[config.mk]
export PLATFORM = sky130hd
export DESIGN_NAME = prio_bus_arbiter
export DESIGN_NICKNAME = d
export VERILOG_FILES = /design/src/rtl/arb_pkg.sv /design/src/rtl/arb_ctrl.sv /design/src/rtl/arb_grant_dp.sv /design/src/rtl/prio_bus_arbiter.sv
export SDC_FILE = /design/constraint.sdc
export NUM_CORES = 1
export LEC_CHECK = 0
export BUFFER_PORTS_ARGS = -buffer_cell sky130_fd_sc_hd__buf_4
export CAP_MARGIN = 25
export CORE_AREA = 2 2 39 41
export CTS_CLUSTER_SIZE = 24
export DETAILED_ROUTE_END_ITERATION = 10
export DIE_AREA = 0 0 41 43
export HOLD_SLACK_MARGIN = 0.1
export SLEW_MARGIN = 40
export SYNTH_ARGS = -nofsm -noshare
export SYNTH_HDL_FRONTEND = slang
export SYNTH_SLANG_ARGS = --single-unit
export TNS_END_PERCENT = 5
[constraint.sdc]
create_clock -name clk -period 2.05 [get_ports clk]
set_input_delay 0.1025 -clock clk [delete_from_list [all_inputs] [get_ports clk]]
set_output_delay 0.1025 -clock clk [all_outputs]
set_load 0.005 [all_outputs]
[src/rtl/arb_pkg.sv]
package arb_pkg;

  localparam int NUM_MASTERS = 3;

  typedef enum logic [1:0] {
    OWN_CPU  = 2'd0,
    OWN_XFER = 2'd1,
    OWN_DMA  = 2'd2
  } owner_e;

  typedef enum logic [1:0] {
    DMA_STEAL  = 2'd0,
    DMA_SINGLE = 2'd1,
    DMA_BLOCK  = 2'd2,
    DMA_BURST  = 2'd3
  } dma_mode_e;

  // Strobes from control to the grant datapath
  typedef struct packed {
    logic   load;
    owner_e nextOwner;
  } grant_strobe_t;

endpackage

[src/rtl/arb_ctrl.sv]
module arb_ctrl
  import arb_pkg::*;
#(
  parameter int PHASE_W = 3
) (
  input  owner_e         curOwner,
  input  logic           xferReq,
  input  logic           dmaReq,
  input  logic           cpuCycleEnd,
  input  logic           cpuSplitBusy,
  input  logic           cpuSleep,
  input  logic [PHASE_W-1:0] xferPhase,
  input  logic [1:0]     dmaMode,
  input  logic           dmaXferDone,
  input  logic           dmaBlockDone,
  input  logic           dmaBurstDone,
  output grant_strobe_t  strobe
);

  localparam logic [PHASE_W-1:0] PHASE_IDLE = '0;

  logic   cpuRelease;
  logic   xferRelease;
  logic   dmaRelease;
  logic   releaseNow;
  owner_e winner;

  // CPU: at a cycle break outside a split access, or whenever asleep
  always_comb begin
    cpuRelease = cpuSleep | (cpuCycleEnd & ~cpuSplitBusy);
  end

  // Transfer controller: idle code, or an odd code that closes a phase
  always_comb begin
    xferRelease = (xferPhase == PHASE_IDLE) | xferPhase[0];
  end

  // DMA controller: the done event that matches the active mode
  always_comb begin
    unique case (dma_mode_e'(dmaMode))
      DMA_STEAL,
      DMA_SINGLE: dmaRelease = dmaXferDone;
      DMA_BLOCK:  dmaRelease = dmaBlockDone;
      DMA_BURST:  dmaRelease = dmaBurstDone;
      default:    dmaRelease = 1'b0;
    endcase
  end

  always_comb begin
    unique case (curOwner)
      OWN_CPU:  releaseNow = cpuRelease;
      OWN_XFER: releaseNow = xferRelease;
      OWN_DMA:  releaseNow = dmaRelease;
      default:  releaseNow = 1'b1;
    endcase
  end

  // Fixed priority: DMA, transfer controller, then CPU as default
  always_comb begin
    if (dmaReq)       winner = OWN_DMA;
    else if (xferReq) winner = OWN_XFER;
    else              winner = OWN_CPU;
  end

  always_comb begin
    strobe.nextOwner = winner;
    strobe.load      = releaseNow & (winner != curOwner);
  end

endmodule

[src/rtl/arb_grant_dp.sv]
module arb_grant_dp
  import arb_pkg::*;
(
  input  logic                   clk,
  input  logic                   rstN,
  input  grant_strobe_t          strobe,
  output owner_e                 curOwner,
  output logic [NUM_MASTERS-1:0] gnt
);

  owner_e ownerQ;

  always_ff @(posedge clk) begin
    if (!rstN)            ownerQ <= OWN_CPU;
    else if (strobe.load) ownerQ <= strobe.nextOwner;
  end

  assign curOwner = ownerQ;

  for (genvar i = 0; i < NUM_MASTERS; i++) begin : g_gnt
    assign gnt[i] = (ownerQ == owner_e'(i));
  end

endmodule

[src/rtl/prio_bus_arbiter.sv]
module prio_bus_arbiter
  import arb_pkg::*;
#(
  parameter int PHASE_W = 3
) (
  input  logic               clk,
  input  logic               rstN,
  input  logic               xferReq,
  input  logic               dmaReq,
  input  logic               cpuCycleEnd,
  input  logic               cpuSplitBusy,
  input  logic               cpuSleep,
  input  logic [PHASE_W-1:0] xferPhase,
  input  logic [1:0]         dmaMode,
  input  logic               dmaXferDone,
  input  logic               dmaBlockDone,
  input  logic               dmaBurstDone,
  input  logic               refreshReq,
  output logic [2:0]         gnt
);

  grant_strobe_t strobe;
  owner_e        curOwner;

  arb_ctrl #(.PHASE_W(PHASE_W)) u_ctrl (
    .curOwner     (curOwner),
    .xferReq      (xferReq),
    .dmaReq       (dmaReq),
    .cpuCycleEnd  (cpuCycleEnd),
    .cpuSplitBusy (cpuSplitBusy),
    .cpuSleep     (cpuSleep),
    .xferPhase    (xferPhase),
    .dmaMode      (dmaMode),
    .dmaXferDone  (dmaXferDone),
    .dmaBlockDone (dmaBlockDone),
    .dmaBurstDone (dmaBurstDone),
    .strobe       (strobe)
  );

  arb_grant_dp u_dp (
    .clk      (clk),
    .rstN     (rstN),
    .strobe   (strobe),
    .curOwner (curOwner),
    .gnt      (gnt)
  );

endmodule

Word level (Yosys, flattened, before mapping)
Index checks and enable logic that the tools add are counted.
Widths: inputs -> output; s select.
{"block": "word_totals", "register_bits": 2, "word_cells": 20}
{"block": "classes", "n_eq_ne": 6, "muxes": 4, "bitwise": 5, "reduce_logical": 4}
{"operator": "$eq 2x2->1 const B", "count": 3}
{"operator": "$pmux 1 s3", "count": 2}
{"operator": "$eq 2x1->1 const B", "count": 2}
{"operator": "$logic_not 2->1", "count": 2}
{"operator": "$logic_not 3->1", "count": 1}
{"operator": "$and 1x1->1", "count": 2}
{"operator": "$mux 2", "count": 1}
{"operator": "$ne 2x2->1", "count": 1}
{"operator": "$or 1x1->1", "count": 2}
{"operator": "$reduce_or 2->1", "count": 1}
{"operator": "$mux 1", "count": 1}
{"operator": "$not 1->1", "count": 1}

Logic depth before layout (Yosys ltp)
Gate-level depths: netlist of run 1.
{"block": "depth", "ltp_word": 5, "depth_mapped": 4}

Modules after synthesis
A second synthesis of run 1 with hierarchy kept.
{"block": "hier_totals", "hier_cells": 22, "hier_area_um2": 192.7}
{"module": "arb_ctrl", "n_inst": 1, "cells_each": 13, "area_per_inst_um2": 103.8, "seq_area_each_um2": 0.0}
{"module": "arb_grant_dp", "n_inst": 1, "cells_each": 9, "area_per_inst_um2": 88.8, "seq_area_each_um2": 40.0}

Worst setup path after synthesis of run 1
Ideal clock, no wire load.
{"block": "synth_path", "path_kind": "register to register", "startpoint": "reg u_dp.ownerQ[0], in the netlist u_dp.curOwner[0]", "endpoint": "reg u_dp.ownerQ[1], in the netlist u_dp.curOwner[1]", "setup_ns": 0.116, "arrival_ns": 1.212, "t_required_ns": 1.934, "slack_ns": 0.722, "stages_incl_launch_ff": 5, "n_path_buf": 0, "synth_period_minus_slack_ns": 1.328, "path_cell_list": "dfxtp_1 inv_2 or4_4 a21o_1 o211a_1"}
{"block": "synth_via", "elab_chain_len": 3}
{"item": "from (decl)", "line": "arb_grant_dp.sv:11", "source": "owner_e ownerQ;"}
{"item": "from (signal assigned)", "line": "arb_grant_dp.sv:15", "source": "else if (strobe.load) ownerQ <= strobe.nextOwner;"}
{"item": "$eq 2x2->1, or another cell as far along", "line": "arb_ctrl.sv:50", "source": "unique case (curOwner)"}
{"item": "$pmux 1 s3", "line": "arb_ctrl.sv:50"}
{"item": "$and 1x1->1 *", "line": "arb_ctrl.sv:67", "source": "strobe.load = releaseNow & (winner != curOwner);"}
Mark *: on every way between the ends. The rest lies on a longest branch, timed or not.
A chain may end at the register's enable or synchronous reset.

Worst setup path after layout of run 1
Same ends and word-level chain as after synthesis.

==> flow_metrics.env, run 1 <==
export IMPL_synth_enable_flop_cells=0
export IMPL_routabilityCongestion=0.565
export IMPL_post_synth_num_cell_types=13
export IMPL_timing_final_ws_setup_ns=0.683
export IMPL_postRouteWirelength_um=450
export IMPL_clock_path_buffers=2
export IMPL_tritoncts="yes"
export IMPL_layout_filler_cells=158
export IMPL_worstSetupEndpointType="flip-flop"
export IMPL_syn_instance_count=21
export IMPL_initial_core_utilization=0.116
export IMPL_largest_net_degree_at_the_start_of_global_routing=8
export IMPL_final_hold_viol_count=0
export IMPL_antenna_diode_count=0
export IMPL_ctsRootBufferMaster="clkbuf_4"
export IMPL_firstDrtPassIters=2
export IMPL_post_route_min_period_ns=1.37
export IMPL_final_max_slew_violation_count=0
export IMPL_place_worst_setup_slack_ns=0.689
export IMPL_io_pin_count=19
export IMPL_route_vias_total=217
export IMPL_synth_yosys_seq_area_share=0.250
export IMPL_die_height_um=43
export IMPL_rsz0062_at_grt="no"
export IMPL_io_buffer_count=17
export IMPL_die_x_um=41
export IMPL_cp_arrival_ns=1.48
export IMPL_synthMostInstantiatedCell="nor2_1"
export IMPL_mappedNetlistNets=37
export IMPL_netlist_top_cell_by_area="dfxtp_1"
export IMPL_clock_skew_final_ns=0.000240
export IMPL_clkLatencyLatePin_ns=0.22
export IMPL_largest_register_ffs=2
export IMPL_fin_nets=59
export IMPL_floorplan_die_area_um2=1760
export IMPL_worst_endpoint_required_ns=2.16
export IMPL_max_slew_headroom=0.856
export IMPL_drv_cap=0
export IMPL_globalRouteOverflowTotal=0
export IMPL_total_power_mw=0.186
export IMPL_synth_top_cells_by_count="nor2_1 (6), a21oi_1 (2), dfxtp_1 (2), inv_1 (2)"
export IMPL_outcome="finished clean"
export IMPL_first_global_vias=212
export IMPL_global_route_usage_total=0.0602
export IMPL_stdcell_count=57
export IMPL_criticalPathCategory="reg2reg"
export IMPL_maxClockFrequency_mhz=731
export IMPL_grt_first_pass_wirelength_um=641
export IMPL_dp_cells=54
export IMPL_detail_route_wl_per_cell_um=7.89
export IMPL_cts_hold_repair_buffers=0
export IMPL_drive_gt1_frac=0.585
export IMPL_cts_repair_timing_setup_buffer_count=0
export IMPL_async_flop_share=0
export IMPL_cells_taking_the_most_area_after_synthesis="dfxtp_1 (25%), nor2_1 (14%), a22oi_2 (7.8%)"
export IMPL_setup_viol_count_final=0
export IMPL_share_of_the_synthesized_area_in_the_top_cell_type=0.250
export IMPL_design_core_area_um2=1380
export IMPL_postSynth_topFlopCell="dfxtp_1"
export IMPL_static_leakage_power_nw=0.173
export IMPL_floorplan_rows=14
export IMPL_finalInstanceArea_um2=330
export IMPL_timing_setup_tns_ns=0
export IMPL_worst_pin_slew_ns=0.216
export IMPL_period_share=0.667
export IMPL_area_growth_syn_to_layout_pct=106
export IMPL_yosysWarningCount=0
export IMPL_clk_transition_reported_paths_ns=0.03
export IMPL_path_max_fanout=4
export IMPL_cell_area_after_technology_mapping_um2=160
export IMPL_route_antenna_remaining_nets=0
export IMPL_initial_antenna_violation_count=0
export IMPL_timing_critical_path_from_type="flip-flop"
export IMPL_viasPerCell=3.81
export IMPL_dr_first_iter_drc_count=1
export IMPL_synth_seq_cells=2
export IMPL_syn_mean_instance_area_um2=7.63
export IMPL_cts_repair_resized=0
export IMPL_p_per_area_nw_per_um2=564
export IMPL_detailedPlacementHpwl_um=377
export IMPL_h_tree_depth=1
export IMPL_post_route_drc_count=0
export IMPL_placed_area_um2=308
export IMPL_max_vdd_ir_drop_v=0.000137
export IMPL_hold_path_class="in2reg"
export IMPL_tritoncts_num_sinks=2
export IMPL_cts_buffers=3
[layout by cell type (no fill, tap or decap)]
cell,synthesis,final
a211oi_1,1,1
a21o_1,1,1
a21oi_1,2,2
a221o_2,1,1
a22oi_2,1,1
buf_4,0,17
clkbuf_4,0,3
dfxtp_1,2,2
inv_1,2,2
inv_2,1,1
mux2i_1,1,1
nand2b_1,1,1
nor2_1,6,6
o211a_1,1,1
or4_4,1,1
[final timing paths]
check	from	end	slack (ns)	cells past startpoint
max	u_dp.curOwner[0]	u_dp.curOwner[1]	0.68	4
min	rstN	u_dp.curOwner[1]	0.11	2
max reg2reg	u_dp.curOwner[0]	u_dp.curOwner[1]	0.68	4
min reg2reg	u_dp.curOwner[1]	u_dp.curOwner[0]	0.61	2
[logic make-up after synthesis]
logic type / share of synthesized area
and+or+nand+nor: 0.250
buffers and inverters: 0.0703
AOI/OAI and AO/OA: 0.367
muxes: 0.0625
DFF: 0.250
[area by class of cell]
type / count / area [um^2] / share of cell area
Sequential cell: 2 / 40.0 / 0.121
Clock buffer: 3 / 22.5 / 0.0682
Tap cell: 16 / 20.0 / 0.0606
Inverter: 3 / 11.3 / 0.0341
Multi-Input combinational cell: 16 / 109 / 0.330
Timing Repair Buffer: 17 / 128 / 0.386
[where the power goes]
group | internal, mW | leakage [nW] | switching, mW
registers | 0.0422 | 0.0165 | 0.00430
clock network | 0.0644 | 0.0138 | 0.0208
logic | 0.0364 | 0.142 | 0.0181
total | 0.143 | 0.173 | 0.0432
[worst max-delay path, cell delays in order, from the launching register on]
cell and delay, ns:
dfxtp_1 0.36, inv_2 0.06, or4_4 0.55, a21o_1 0.17, o211a_1 0.11
[per-stage QoR]
step,hold WS [ns],util
after floorplan,0.216,-
after global placement,0.350,0.222
after detailed placement,0.343,0.222
after CTS,0.108,0.239
after global routing,0.105,0.239
final,0.114,0.239
[layer usage]
metal	part of all wire	up-vias	wire (um)	global-route usage
met2	0.56	8	254	0.0906
met1	0.32	92	146	0.0418
li1	-	117	-	-
met4	0	0	0	0.0800
met5	0	-	0	0
met3	0.11	0	48	0.0314
Power figures use the tool's default switching activity.
==> run 2, diff against run 1 <==
clock period = 1.1 ns   (was 2.05 ns; I/O delays follow)
==> run 2 against run 1 <==
- the flow now finishes with violations (negative setup slack)
- highest routed layer unchanged
- sequential share of layout area down 1.4 points
- clock-buffer cell count unchanged
- largest cell class unchanged
- design area increased by 20%
- wire length increased by 22%
- non-clock buffer count increased by 7
- fmax increased by 7.8%
- core utilization is 4.7 points higher
- die area unchanged
- combinational power is 140% higher
==> flow_metrics.env, run 2 (synthesis results as in run 1) <==
export IMPL_post_route_util=0.286
export IMPL_clock_path_buffers=2
export IMPL_drive_gt1_frac=0.667
export IMPL_h_tree_depth=1
export IMPL_grtUsageMet2=0.134
export IMPL_clkLatencyLatePin_ns=0.22
export IMPL_dp_cells=59
export IMPL_io_buffer_count=17
export IMPL_path_max_fanout=6
export IMPL_globalRouteOverflowTotal=0
export IMPL_detailedPlacementHpwl_um=455
export IMPL_p_per_area_nw_per_um2=953
export IMPL_io_pin_count=19
export IMPL_timing_critical_path_from_type="flip-flop"
export IMPL_timing_setup_tns_ns=-0.242
export IMPL_routabilityCongestion=0.634
export IMPL_outcome="finished with violations"
export IMPL_global_route_usage_total=0.0782
export IMPL_worst_r2r_endpoint="u_dp.curOwner[1]"
export IMPL_initial_antenna_violation_count=0
export IMPL_die_x_um=41
export IMPL_setup_viol_count_final=2
export IMPL_cpPeakStageDelay_ns=0.54
export IMPL_grtUsageMet1=0.0543
export IMPL_ctsRootBufferMaster="clkbuf_4"
export IMPL_failed_checks="negative setup slack"
export IMPL_min_to="u_dp.curOwner[0]"
export IMPL_rsz0062_at_grt="yes"
export IMPL_tritoncts_num_sinks=2
export IMPL_post_route_min_period_ns=1.27
export IMPL_slowest_cell_on_the_critical_path="or4_4"
export IMPL_place_worst_setup_slack_ns=-0.155
export IMPL_clk_transition_reported_paths_ns=0.03
export IMPL_largest_net_degree_at_the_start_of_global_routing=7
export IMPL_initial_core_utilization=0.116
export IMPL_layout_cells_most_common_list="buf_4 (22), nor2_1 (6), clkbuf_4 (3)"
export IMPL_gr_busiest_metal="met2"
export IMPL_dr_first_iter_drc_count=4
export IMPL_antenna_diode_count=0
export IMPL_cts_buffers=3
export IMPL_max_slew_headroom=0.853
export IMPL_placed_area_um2=348
export IMPL_post_route_drc_count=0
export IMPL_rr_startpoint="u_dp.curOwner[1]"
export IMPL_whs_path_depth=3
export IMPL_hold_path_class="in2reg"
export IMPL_grt_first_pass_wirelength_um=848
export IMPL_cpLargestDelayFamily="simple AND/OR/NAND/NOR gates"
export IMPL_area_growth_syn_to_layout_pct=147
export IMPL_hold_ws_ns=0.129
export IMPL_first_global_vias=251
export IMPL_fin_nets=66
export IMPL_timing_reg2reg_worst_path_depth=3
export IMPL_design_core_area_um2=1380
export IMPL_worst_endpoint_required_ns=1.21
export IMPL_total_power_mw=0.377
export IMPL_cts_repair_timing_setup_buffer_count=0
export IMPL_detail_route_wl_per_cell_um=8.55
export IMPL_finalInstanceArea_um2=395
export IMPL_timing_critical_path_cells="or4_4, a21o_1, o211a_1"
export IMPL_floorplan_rows=14
export IMPL_criticalPathCategory="reg2reg"
export IMPL_final_hold_viol_count=0
export IMPL_period_share=1.15
export IMPL_maxClockFrequency_mhz=788
export IMPL_max_vdd_ir_drop_v=0.000239
export IMPL_layout_commonest_cell="buf_4"
export IMPL_postRouteWirelength_um=547
export IMPL_layout_filler_cells=161
export IMPL_worst_pin_slew_ns=0.220
export IMPL_cp_buffers_inverters=0
export IMPL_largest_register_ffs=2
export IMPL_timing_reg2reg_setup_slack_ns=-0.17
export IMPL_hold_start="xferReq"
export IMPL_clock_skew_final_ns=0.000376
export IMPL_worstSetupEndpointType="flip-flop"
export IMPL_final_max_slew_violation_count=0
export IMPL_stdcell_count=64
export IMPL_route_vias_total=248
export IMPL_viasPerCell=3.88
export IMPL_static_leakage_power_nw=0.207
export IMPL_die_height_um=43
export IMPL_firstDrtPassIters=2
export IMPL_route_antenna_remaining_nets=0
export IMPL_floorplan_die_area_um2=1760
export IMPL_global_route_usage_met3=0.0314
export IMPL_tritoncts="yes"
export IMPL_cp_arrival_ns=1.38
export IMPL_drv_cap=0
export IMPL_timing_final_ws_setup_ns=-0.168
-- run 2: tightest hold or removal path, stage by stage --
cell and delay, ns:
buf_4 0.11, nand2b_1 0.08, a211oi_2 0.07
-- run 2: what timing repair did --
action,in CTS,in global routing
hold buffers,2,0
resized for setup,0,1
endpoints found under the hold margin,2,0
endpoints found under the setup margin,2,2
-- run 2: final cells by class --
class	count	area (um^2)	area share
clock buffer	3	22.5	0.0570
inverter	3	11.3	0.0285
multi-input combinational	16	114	0.288
sequential	2	42.5	0.108
tap	16	20.0	0.0506
timing repair buffer	24	185	0.468
-- run 2: layer usage --
metal / share of wire / wire length, um
met1: 0.30 / 163
met2: 0.56 / 308
met3: 0.14 / 74
met4: 0 / 0
met5: 0 / 0
-- run 2: report_power, final --
| part | leakage [nW] | internal [mW] | switching [mW] |
|---|---|---|---|
| clock network | 0.0138 | 0.120 | 0.0396 |
| registers | 0.0172 | 0.0799 | 0.00642 |
| logic | 0.176 | 0.0892 | 0.0416 |
| total | 0.207 | 0.289 | 0.0877 |
-- run 2: worst max-delay path by stage --
stage               cells past startpoint              from          endpoint
CTS                                     2  u_dp.curOwner[1]  u_dp.curOwner[0]
detailed placement                      3  u_dp.curOwner[1]  u_dp.curOwner[1]
global placement                        3  u_dp.curOwner[1]  u_dp.curOwner[1]
global route                            3  u_dp.curOwner[1]  u_dp.curOwner[1]
floorplan                               4  u_dp.curOwner[0]  u_dp.curOwner[1]
finish                                  3  u_dp.curOwner[1]  u_dp.curOwner[1]
==> run 3, diff against run 2 <==
CTS_BUF_LIST = sky130_fd_sc_hd__clkbuf_8   (was unset)
CTS_CLUSTER_SIZE = 40   (was 24)
SYNTH_HIERARCHICAL = 1   (was unset)
==> run 3 against run 2 <==
- the run still ends with negative setup slack left
- die area is the same
- combinational power grew 13%
- clock-buffer cell count is the same
- sequential share of layout area shrank 1.3 points
- non-clock buffer count is the same
- total power grew 36%
- critical endpoint is now u_dp/curOwner[1]
- largest cell class unchanged
==> flow_metrics.env, run 3 <==
export IMPL_detail_route_wl_per_cell_um=8.80
export IMPL_failed_checks="negative setup slack"
export IMPL_tritoncts_num_sinks=2
export IMPL_criticalPathCategory="reg2reg"
export IMPL_final_hold_viol_count=0
export IMPL_outcome="finished with violations"
export IMPL_viasPerCell=4.02
export IMPL_maxClockFrequency_mhz=774
export IMPL_comb_power_share=0.288
export IMPL_period_share=1.17
export IMPL_post_synth_num_cell_types=12
export IMPL_switching_share=0.205
export IMPL_drv_cap=0
export IMPL_net_switching_mw=0.105
export IMPL_worstSetupEndpointType="flip-flop"
export IMPL_rsz0062_at_grt="yes"
export IMPL_post_route_min_period_ns=1.29
export IMPL_ctsRootBufferMaster="clkbuf_8"
export IMPL_mappedNetlistNets=38
export IMPL_share_of_the_synthesized_area_in_the_top_cell_type=0.208
export IMPL_antenna_diode_count=0
export IMPL_max_vdd_ir_drop_v=0.000487
export IMPL_first_global_vias=233
export IMPL_global_route_usage_total=0.0711
export IMPL_hold_path_class="in2reg"
export IMPL_h_tree_depth=1
export IMPL_fin_nets=66
export IMPL_layout_commonest_cell="buf_4"
export IMPL_synth_enable_flop_cells=0
export IMPL_largest_register_ffs=2
export IMPL_firstDrtPassIters=1
export IMPL_drive_gt1_frac=0.646
export IMPL_timing_critical_path_cells="inv_2, a2111o_1, a32oi_2, mux2i_1, nor2b_1"
export IMPL_final_max_slew_violation_count=0
export IMPL_io_pin_count=19
export IMPL_synth_yosys_seq_area_share=0.208
export IMPL_post_route_drc_count=0
export IMPL_cp_arrival_ns=1.38
export IMPL_timing_critical_path_from_type="flip-flop"
export IMPL_stdcell_count=64
export IMPL_clock_path_buffers=2
export IMPL_cpPeakStageDelay_ns=0.32
export IMPL_max_slew_headroom=0.850
export IMPL_largest_net_degree_at_the_start_of_global_routing=5
export IMPL_path_max_fanout=3
export IMPL_tritoncts="yes"
export IMPL_layout_cells_most_common_list="buf_4 (23), nor2b_1 (6), clkbuf_8 (3), mux2i_1 (3), o221ai_1 (2)"
export IMPL_dp_cells=60
export IMPL_postRouteWirelength_um=563
export IMPL_io_buffer_count=17
export IMPL_synthMostInstantiatedCell="nor2b_1"
export IMPL_cells_taking_the_most_area_after_synthesis="dfxtp_1 (21%), nor2b_1 (19%), mux2i_1 (16%)"
export IMPL_setup_viol_count_final=2
export IMPL_initial_antenna_violation_count=0
export IMPL_p_clk_frac=0.550
export IMPL_global_route_usage_met3=0.0366
export IMPL_area_growth_syn_to_layout_pct=127
export IMPL_combined_area_of_the_multi_input_logic_cells_um2=145
export IMPL_detailedPlacementHpwl_um=481
export IMPL_p_per_area_nw_per_um2=1170
export IMPL_floorplan_rows=14
export IMPL_floorplan_die_area_um2=1760
export IMPL_synth_top_cells_by_count="nor2b_1 (6), mux2i_1 (3), dfxtp_1 (2), inv_1 (2), o221ai_1 (2)"
export IMPL_postSynth_topFlopCell="dfxtp_1"
export IMPL_syn_instance_count=22
export IMPL_yosysWarningCount=6
export IMPL_worst_pin_slew_ns=0.226
export IMPL_routabilityCongestion=0.620
export IMPL_async_flop_share=0
export IMPL_die_height_um=43
export IMPL_design_core_area_um2=1380
export IMPL_post_route_util=0.316
export IMPL_cts_buffers=3
export IMPL_netlist_top_cell_by_area="dfxtp_1"
export IMPL_internal_power_component_mw=0.408
export IMPL_route_vias_total=257
export IMPL_dr_first_iter_drc_count=0
export IMPL_static_leakage_power_nw=0.202
export IMPL_die_x_um=41
export IMPL_cell_area_after_technology_mapping_um2=193
export IMPL_globalRouteOverflowTotal=0
export IMPL_grtUsageMet1=0.0669
export IMPL_route_antenna_remaining_nets=0
export IMPL_layout_filler_cells=156
export IMPL_clock_skew_final_ns=0.00101
export IMPL_final_seq_area_um2=41.3
export IMPL_timing_final_ws_setup_ns=-0.192
export IMPL_clkLatencyLatePin_ns=0.21
export IMPL_slowest_cell_on_the_critical_path="dfxtp_2"
export IMPL_synth_seq_cells=2
export IMPL_syn_mean_instance_area_um2=8.76
export IMPL_gr_busiest_metal="met2"
export IMPL_p_seq_frac=0.161
export IMPL_worst_endpoint_required_ns=1.19
export IMPL_clk_transition_reported_paths_ns=0.03
export IMPL_grtUsageMet2=0.106
export IMPL_initial_core_utilization=0.139
export IMPL_grt_first_pass_wirelength_um=807
==> run 3: timing repair <==
action,4_1_cts,5_1_grt
buffers inserted,0,0
pin swaps,0,0
endpoints found under the hold margin,2,0
setup endpoints to repair,2,2
gates resized for setup,1,0
hold buffers,1,0
==> run 3: logic make-up (layout without fill, tap and decap cells) <==
logic type             Yosys count  count (layout)  synth area share
AND/OR/NAND/NOR                  8               8             0.273
AO/OA/AOI/OAI                    6               6             0.286
multiplexers                     3               3             0.156
buffers and inverters            3              29            0.0780
flip-flops                       2               2             0.208
==> run 3: power groups by stage <==
stage	registers (mW)	clock network, mW	logic (mW)
global route	0.0832	0.301	0.162
floorplan	0.0857	0	0.0614
finish	0.0829	0.283	0.148
detailed placement	0.0831	0	0.147
global placement	0.0832	0	0.145
CTS	0.0829	0.296	0.151
==> run 3: final timing paths <==
check | slack, ns | start | depth (start not counted) | end
min | 0.25 | dmaReq | 4 | u_dp/curOwner[1]
min reg2reg | 0.62 | u_dp/curOwner[0] | 3 | u_dp/curOwner[0]
max reg2reg | -0.19 | u_dp/curOwner[1] | 5 | u_dp/curOwner[1]
max | -0.19 | u_dp/curOwner[1] | 5 | u_dp/curOwner[1]
==> run 3: worst max-delay path, delay by kind of cell, from the launching register on <==
kind / cells / cell delay (ns)
muxes: 1 / 0.22
buffers and inverters: 1 / 0.04
DFF: 1 / 0.32
AOI/OAI and AO/OA: 2 / 0.53
and+or+nand+nor: 1 / 0.06
==> run 3: area by class of cell <==
cell class                      instances  area share
Clock buffer                            3      0.0943
Inverter                                2      0.0171
Multi-Input combinational cell         17       0.331
Tap cell                               16      0.0457
Timing Repair Buffer                   24       0.417
Sequential cell                         2      0.0943
==> run 3: metrics by stage <==
stage / worst slack [ns] / instance area [um^2] / hold WS, ns / setup TNS, ns / power, mW
after global routing: -0.263 / 438 / 0.269 / -0.520 / 0.546
final: -0.192 / 438 / 0.248 / -0.367 / 0.514
after CTS: -0.211 / 438 / 0.253 / -0.401 / 0.529
after floorplan: -0.156 / 201 / 0.183 / -0.309 / 0.147
after detailed placement: -0.228 / 387 / 0.281 / -0.454 / 0.230
after global placement: -0.221 / 387 / 0.281 / -0.428 / 0.228
==> run 3: layer usage <==
metal	up-vias	share of wire	wire, um
met5	-	0	0
met4	0	0	0
met3	0	0.14	77
met2	13	0.49	276
met1	111	0.37	209
li1	133	-	-
